==> src/rtl/bfc_pkg.sv <==
package bfc_pkg;

  // Cause-word bit positions
  localparam int CAUSE_WRITE_BIT   = 15;
  localparam int CAUSE_INVALID_BIT = 7;
  localparam int CAUSE_PROTECT_BIT = 6;
  localparam int CAUSE_TIMEOUT_BIT = 5;

  typedef enum logic [1:0] {
    FLT_NONE    = 2'd0,
    FLT_INVALID = 2'd1,
    FLT_PROTECT = 2'd2,
    FLT_TIMEOUT = 2'd3
  } faultKind_t;

  // Strobes from control to datapath
  typedef struct packed {
    logic       raiseFault;
    faultKind_t kind;
    logic       isWrite;
    logic       cpuCause;
    logic       cpuAddr;
  } bfcStrobes_t;

endpackage

==> src/rtl/bfc_ctrl.sv <==
module bfc_ctrl
  import bfc_pkg::*;
#(
  parameter int ADDR_W = 32,
  parameter logic [ADDR_W-1:0] HOLE_LO = 32'h0400_0000,
  parameter logic [ADDR_W-1:0] HOLE_HI = 32'h0FFF_FFFF
) (
  input  logic              reqValid,
  input  logic              reqWrite,
  input  logic              reqSpace,
  input  logic [ADDR_W-1:0] reqAddr,
  input  logic              reqSuper,
  input  logic              pteValid,
  input  logic              pteWrite,
  input  logic              pteSystem,
  input  logic              regWrEn,
  input  logic              regWrSel,
  output bfcStrobes_t       strobes,
  output logic              memWrEn
);

  logic inHole;
  logic protViolation;
  faultKind_t kind;

  always_comb begin
    inHole = (reqSpace == 1'b0) && (reqAddr >= HOLE_LO) && (reqAddr <= HOLE_HI);
    protViolation = reqWrite && (!pteWrite || (pteSystem && !reqSuper));
  end

  // Priority: invalid entry, then protection, then timeout
  always_comb begin
    kind = FLT_NONE;
    if (reqValid) begin
      if (!pteValid)          kind = FLT_INVALID;
      else if (protViolation) kind = FLT_PROTECT;
      else if (inHole)        kind = FLT_TIMEOUT;
    end
  end

  always_comb begin
    strobes.raiseFault = (kind != FLT_NONE);
    strobes.kind       = kind;
    strobes.isWrite    = reqWrite;
    strobes.cpuCause   = regWrEn && !regWrSel && (kind == FLT_NONE);
    strobes.cpuAddr    = regWrEn &&  regWrSel && (kind == FLT_NONE);
    memWrEn            = reqValid && reqWrite && (kind == FLT_NONE);
  end

endmodule

==> src/rtl/bfc_datapath.sv <==
module bfc_datapath
  import bfc_pkg::*;
#(
  parameter int ADDR_W = 32,
  parameter int DATA_W = 32
) (
  input  logic              clk,
  input  logic              rstN,
  input  bfcStrobes_t       strobes,
  input  logic [ADDR_W-1:0] reqAddr,
  input  logic [DATA_W-1:0] regWrData,
  output logic [DATA_W-1:0] causeReg,
  output logic [ADDR_W-1:0] faultAddr,
  output logic              faultPulse,
  output logic [DATA_W-1:0] rdData,
  output logic              rdValid
);

  localparam logic [DATA_W-1:0] ALL_ONES = {DATA_W{1'b1}};

  logic [DATA_W-1:0] nextCause;
  logic [ADDR_W-1:0] nextAddr;
  logic [ADDR_W-1:0] cpuAddrWord;

  always_comb begin
    cpuAddrWord = '0;
    for (int i = 0; i < ADDR_W; i++) begin
      if (i < DATA_W) cpuAddrWord[i] = regWrData[i];
    end
  end

  always_comb begin
    nextCause = causeReg;
    if (strobes.raiseFault) begin
      unique case (strobes.kind)
        FLT_TIMEOUT: begin
          nextCause = '0;
          nextCause[CAUSE_TIMEOUT_BIT] = 1'b1;
          nextCause[CAUSE_WRITE_BIT]   = strobes.isWrite;
        end
        FLT_INVALID: begin
          nextCause[CAUSE_INVALID_BIT] = 1'b1;
          nextCause[CAUSE_WRITE_BIT]   = strobes.isWrite;
        end
        FLT_PROTECT: begin
          nextCause[CAUSE_PROTECT_BIT] = 1'b1;
          nextCause[CAUSE_WRITE_BIT]   = 1'b1;
        end
        default: nextCause = causeReg;
      endcase
    end else if (strobes.cpuCause) begin
      nextCause = regWrData;
    end
  end

  always_comb begin
    nextAddr = faultAddr;
    if (strobes.raiseFault)   nextAddr = reqAddr;
    else if (strobes.cpuAddr) nextAddr = cpuAddrWord;
  end

  always_ff @(posedge clk or negedge rstN) begin
    if (!rstN) begin
      causeReg   <= '0;
      faultAddr  <= '0;
      faultPulse <= 1'b0;
      rdValid    <= 1'b0;
      rdData     <= '0;
    end else begin
      causeReg   <= nextCause;
      faultAddr  <= nextAddr;
      faultPulse <= strobes.raiseFault;
      rdValid    <= strobes.raiseFault && (strobes.kind == FLT_TIMEOUT) && !strobes.isWrite;
      rdData     <= (strobes.raiseFault && (strobes.kind == FLT_TIMEOUT)) ? ALL_ONES : '0;
    end
  end

endmodule

==> src/rtl/bus_fault_capture.sv <==
module bus_fault_capture
  import bfc_pkg::*;
#(
  parameter int ADDR_W = 32,
  parameter int DATA_W = 32,
  parameter logic [ADDR_W-1:0] HOLE_LO = 32'h0400_0000,
  parameter logic [ADDR_W-1:0] HOLE_HI = 32'h0FFF_FFFF
) (
  input  logic              clk,
  input  logic              rstN,
  input  logic              reqValid,
  input  logic              reqWrite,
  input  logic              reqSpace,
  input  logic [ADDR_W-1:0] reqAddr,
  input  logic              reqSuper,
  input  logic              pteValid,
  input  logic              pteWrite,
  input  logic              pteSystem,
  input  logic              regWrEn,
  input  logic              regWrSel,
  input  logic [DATA_W-1:0] regWrData,
  output logic              memWrEn,
  output logic [DATA_W-1:0] rdData,
  output logic              rdValid,
  output logic [DATA_W-1:0] causeReg,
  output logic [ADDR_W-1:0] faultAddr,
  output logic              faultPulse
);

  bfcStrobes_t strobes;

  bfc_ctrl #(
    .ADDR_W (ADDR_W),
    .HOLE_LO(HOLE_LO),
    .HOLE_HI(HOLE_HI)
  ) i_ctrl (
    .reqValid (reqValid),
    .reqWrite (reqWrite),
    .reqSpace (reqSpace),
    .reqAddr  (reqAddr),
    .reqSuper (reqSuper),
    .pteValid (pteValid),
    .pteWrite (pteWrite),
    .pteSystem(pteSystem),
    .regWrEn  (regWrEn),
    .regWrSel (regWrSel),
    .strobes  (strobes),
    .memWrEn  (memWrEn)
  );

  bfc_datapath #(
    .ADDR_W(ADDR_W),
    .DATA_W(DATA_W)
  ) i_datapath (
    .clk       (clk),
    .rstN      (rstN),
    .strobes   (strobes),
    .reqAddr   (reqAddr),
    .regWrData (regWrData),
    .causeReg  (causeReg),
    .faultAddr (faultAddr),
    .faultPulse(faultPulse),
    .rdData    (rdData),
    .rdValid   (rdValid)
  );

endmodule

==> config.mk <==
export PLATFORM = sky130hd
export DESIGN_NAME = bus_fault_capture
export DESIGN_NICKNAME = d
export VERILOG_FILES = /design/src/rtl/bfc_pkg.sv /design/src/rtl/bfc_ctrl.sv /design/src/rtl/bfc_datapath.sv /design/src/rtl/bus_fault_capture.sv
export SDC_FILE = /design/constraint.sdc
export NUM_CORES = 1
export LEC_CHECK = 0
export CAP_MARGIN = 20
export CORE_MARGIN = 2
export CORE_UTILIZATION = 40
export CTS_BUF_LIST = sky130_fd_sc_hd__clkbuf_4 sky130_fd_sc_hd__clkbuf_8 sky130_fd_sc_hd__clkbuf_16
export DETAILED_ROUTE_END_ITERATION = 8
export GPL_TIMING_DRIVEN = 0
export PLACE_DENSITY = 0.85
export SLEW_MARGIN = 20
export SYNTH_ARGS = -nofsm -noshare
export SYNTH_HDL_FRONTEND = slang
export SYNTH_SLANG_ARGS = --single-unit
==> constraint.sdc <==
create_clock -name clk -period 1.7 [get_ports clk]
set_clock_uncertainty 0.05 [all_clocks]
set_input_delay 0.34 -clock clk [delete_from_list [all_inputs] [get_ports clk]]
set_output_delay 0.34 -clock clk [all_outputs]
set_load 0.02 [all_outputs]
* Word-level counts from Yosys, hierarchy flattened
Cells that the tools add are included.
** Storage, ports and cells
- Latch bits :: 0
- Memories :: 0
- Word-level logic and storage cells :: 59
- Register bits :: 98
- RAM bits :: 0
- ROM bits :: 0
- Input port bits :: 75
- Output and inout port bits :: 99
** Operators by class
- Multiply operators :: 0
- Shift-type cells :: 0
- Magnitude comparators :: 2
- Divide/modulo/power cells :: 0
- Bitwise logic cells :: 1
- Add/sub/neg operators :: 0
- Multiplexer cells :: 15
- Eq/ne operators :: 7
- Reductions and logical operators :: 26
** Operators by type and width (number)
- two-way mux 32 bit :: 5
- >= comparator 32 x 27 -> 1 bit (second input constant) :: 1
- <= comparator 32 x 28 -> 1 bit (second input constant) :: 1
- two-way mux 16 bit :: 1
- logical AND 1 bit :: 12
- != test 3 bit (second input constant) :: 3
- two-way mux 2 bit :: 4
- AND reduction 2 bit :: 4
- two-way mux 7 bit :: 1
- two-way mux 6 bit :: 1
- case mux 1 bit (2 select lines) :: 3
- nonzero test 2 bit :: 3
- == test 2 bit (second input constant) :: 2
- logical NOT 1 bit :: 4
- == test 2 x 1 -> 1 bit (second input constant) :: 1
- logical NOT 2 bit :: 1
- != test 2 bit (second input constant) :: 1
- OR reduction 2 bit :: 1
- logical OR 1 bit :: 1
- NOT 1 bit :: 1

* Longest topological paths before layout
- Word-level depth :: 11
- Depth in mapped cells :: 7
- Depth with buffers taken out :: 4

* Cells and area by module
Synthesis repeated with hierarchy kept, for this count alone.
** Second synthesis, totals
- Cell total of the unflattened synthesis :: 341
- Area total of the unflattened synthesis :: 3390.8 sq um
** By module, submodules not included
- bfc_datapath :: area an instance 3225.6 sq um, cells an instance 320, instances 1
- bfc_ctrl :: area an instance 165.2 sq um, cells an instance 21, instances 1

* Least setup slack after synthesis
No wires, ideal clock.
- Kind :: input -> output
- Start :: input reqAddr[27]
- End :: output memWrEn
- Arrival time :: 1.349 ns
- Slack :: -0.039 ns
- Data required time :: 1.310 ns
- Cell stages on the path :: 3
- Cells stage by stage :: or2_2 > and3_1 > nor3_1
** Between the ends
- Cells in the longest elaborated chain, start to end :: 9
- Elaborated cells on any way between the ends :: 10
- Classes of those cells :: order compare (2); mux (4); reduce/logical (4)
** Ends and longest elaborated chain
- from (decl) :: RTL line bus_fault_capture.sv:14 : input logic [ADDR_W-1:0] reqAddr,
- >= comparator 32 x 27 -> 1 bit :: RTL line bfc_ctrl.sv:27 : inHole = (reqSpace == 1'b0) && (reqAddr >= HOLE_LO) && (reqAddr <= HOLE_HI);
- logical AND 1 bit :: RTL line bfc_ctrl.sv:27
- logical AND 1 bit * :: RTL line bfc_ctrl.sv:27
- two-way mux 2 bit * :: RTL line bfc_ctrl.sv:37 : else if (inHole) kind = FLT_TIMEOUT;
- two-way mux 2 bit * :: RTL line bfc_ctrl.sv:36 : else if (protViolation) kind = FLT_PROTECT;
- two-way mux 2 bit * :: RTL line bfc_ctrl.sv:35 : if (!pteValid) kind = FLT_INVALID;
- two-way mux 2 bit * :: RTL line bfc_ctrl.sv:34 : if (reqValid) begin
- logical NOT 2 bit * :: RTL line bfc_ctrl.sv:47 : memWrEn = reqValid && reqWrite && (kind == FLT_NONE);
- logical AND 1 bit * :: RTL line bfc_ctrl.sv:47
- to (decl) :: RTL line bus_fault_capture.sv:22 : output logic memWrEn,
Every way passes the cells marked *; elsewhere a longest branch is shown, timed or not.

==> key figures <==
Status
  • Outcome: completed

Synthesis
  • FFs w/ async S/R, synth: 1.000
  • Commonest cells in the netlist: dfrtp_1 (67), buf_4 (36), a21oi_1 (34)
  • Number of flops mapped to enable cells by yosys: 0
  • Synthesized net count: 394
  • Synth area leader: dfrtp_1
  • Synth Flop Type: dfrtp_1
  • YS warnings: 0
  • Post-Syn Area: 3423 um^2
  • Flops & latches, synth: 67
  • Synth area leaders: dfrtp_1 (49%), mux2i_1 (9.4%), buf_4 (7.9%)
  • Synth Area per Inst: 10.73 um^2
  • Cell count after synthesis: 319
  • Post-synthesis sequential area ratio: 0.4898
  • Synth cell types: 29
  • Most common cell in the netlist: dfrtp_1
  • Post-synth top area share: 0.4898

Setup path
  • R2r setup slk: 410 ps
  • WS Path Type: reg -> out
  • Critical path required time: 1310 ps
  • Worst R2R Start: i_datapath.causeReg[15]$_DFFE_PN0P_
  • Reg2Reg Depth: 3
  • Crit. End Element: output port
  • Top fanout value on the critical path: 16
  • Worst setup SP type: flip-flop
  • Data arrival, critical path: 1280 ps
  • Start point of the critical path: i_datapath.rdData[30]$_DFF_PN0_
  • Capturing point of the worst reg2reg path: i_datapath.causeReg[15]$_DFFE_PN0P_

Finish
  • Register area: 1680 um^2
  • # fillers: 653
  • Multi-input gate area: 1405 um^2
  • P&R area growth vs syn: 63.60%
  • Final #Nets: 586
  • Final cell count without fillers: 621
  • Util after Layout: 0.6782
  • Ant diodes: 0
  • Layout cells sized above 1: 0.2636

Die
  • Die width: 96.51 um
  • Num ports: 174
  • Core Area: 8258 um^2
  • Die Span Y: 96.51 um
  • Die Area: 9314 um^2
  • Row count: 33
  • Initial core utilization: 0.4145

Power and ir drop
  • Leak Pwr: 2.746 nW
  • Max VDD drop: 0.0006588 V
  • Pwr dens: 867.3 nW/um^2

STA
  • Worst-margin pin slew: 486.7 ps
  • Final Setup Violations: 0
  • RSZ-0062 raised after global routing: yes
  • Fmax achieved: 597.3 MHz
  • Min Clock Period, post-route: 1674 ps
  • Fin. max-slew vios: 0
  • Final WS setup: 25.85 ps
  • Final Hold Vio Count: 0
  • Slew headroom: 0.6756
  • Tcrit/Tclk final: 0.9848
  • Min Hold Slack: 337.1 ps

GRT
  • Total gr overflow: 0
  • Wire length of the first global-routing pass: 17.37 mm
  • GRT Total Usage: 0.2506
  • Largest net degree at the start of global routing: 55
  • Initial antenna violation count: 0
  • Number of global-route vias before repair: 3,380

Detailed routing
  • Routed WL per cell: 18.99 um
  • DRC violations left: 0
  • Via count: 3,376
  • Initial DRC count: 151
  • Routed WL: 11.79 mm
  • Post-route ant nets: 0
  • 1st-pass router iterations: 4
  • Via density: 5.436

Clocking
  • CTS sink count: 67
  • Clock Latency Late Sink: 340 ps
  • Clock Pin Slew Worst Setup and Hold Paths: 80 ps
  • Num CTS Buffers: 9
  • H-tree levels: 3
  • Clk Tree Root Cell: clkbuf_8
  • CTS tree: yes
  • Clock buffer depth: 2

Placement
  • Post-DP HPWL: 8.494 mm
  • Buffers on Ports: 173
  • DP Cell Count: 598
  • Routability cong.: 0.8083
  • Dpl ws: -838.1 ps

Run
  • Max cap viols: 0

Min path
  • Worst min path class: in -> async
-- how the worst max path moves through the flow --
| stage | to | slack (ps) | cells after the start |
|---|---|---|---|
| after floorplan | memWrEn | 120 | 3 |
| after global placement | i_datapath.faultAddr[5]$_DFFE_PN0P_ | -2020 | 1 |
| after detailed placement | memWrEn | -840 | 5 |
| after CTS | causeReg[13] | 2 | 1 |
| after global routing | rdData[28] | -5 | 3 |
| final | rdData[28] | 30 | 3 |
-- metal layers --
metal / part of all wire / track usage / vias up
met5: 0 / 0 / -
met4: 0.017 / 0.09507 / 0
met3: 0.083 / 0.05586 / 19
met2: 0.50 / 0.4340 / 160
met1: 0.40 / 0.3051 / 1647
li1: - / - / 1550
-- placed cells by master (no fill, tap or decap), types with 3 or more instances in the layout --
| master | count |
|---|---|
| dlygate4sd2_1 | 67 |
| dfrtp_1 | 66 |
| clkdlybuf4s50_1 | 61 |
| buf_4 | 39 |
| a31oi_1 | 33 |
| mux2i_1 | 32 |
| a21oi_1 | 32 |
| o2bb2ai_1 | 29 |
| buf_6 | 28 |
| nand3_1 | 28 |
| buf_2 | 21 |
| clkbuf_8 | 10 |
| dlymetal6s2s_1 | 8 |
| clkbuf_4 | 4 |
| clkbuf_2 | 4 |
| inv_1 | 3 |
| nand2_1 | 3 |
| o21ai_0 | 3 |
| clkdlybuf4s15_1 | 3 |
-- timing repair --
item / 4_1_cts / 5_1_grt
buffers inserted: 5 / 1
endpoints found under the setup margin: 149 / 42
gates resized for setup: 230 / 54
hold buffers: 1 / 0
pin swaps: 6 / 1
endpoints found under the hold margin: 13 / 0
-- metrics by stage --
step	TNS [ps]	power [mW]	area [um^2]
after floorplan	0	2.753	3428
after global placement	-174300	3.610	5291
after detailed placement	-45080	3.656	5316
after CTS	0	4.862	5428
after global routing	-8.284	5.080	5600
final	0	4.857	5600
-- power by group --
| part | total, mW | internal, mW | switching [mW] |
|---|---|---|---|
| clock network | 1.36 | 0.717 | 0.644 |
| registers | 1.99 | 1.84 | 0.149 |
| logic | 1.51 | 0.695 | 0.813 |
-- final cells by class --
type / instances / share of cell area
repair buffers: 181 / 0.3067
flip-flops and latches: 67 / 0.3000
multi-input cells: 189 / 0.2509
plain buffers: 60 / 0.08088
clock buffers: 10 / 0.02458
well taps: 105 / 0.02346
clock inverters: 6 / 0.01139
inverters: 3 / 0.002011
-- worst max-delay path, stage by stage (launching register included) --
cell	delay, ps
dfrtp_4	510
buf_8	160
buf_4	120
buf_2	150
-- state kept, by name, summed over array words and instances (netlist names) --
signal                 count
i_datapath.faultPulse      1
i_datapath.rdValid         1
i_datapath.faultAddr      32
i_datapath.causeReg       32
i_datapath.rdData          1
-- logic make-up (layout without fill, tap and decap cells) --
kind of cell           after synthesis  count (layout)  synth area share
AO/OA/AOI/OAI                      106             106            0.2080
buffers and inverters               63             260            0.1261
AND/OR/NAND/NOR                     49              49           0.07602
flip-flops                          67              67            0.4898
multiplexers                        34              34            0.1001
Note: power is estimated with default switching activity, not from simulation.
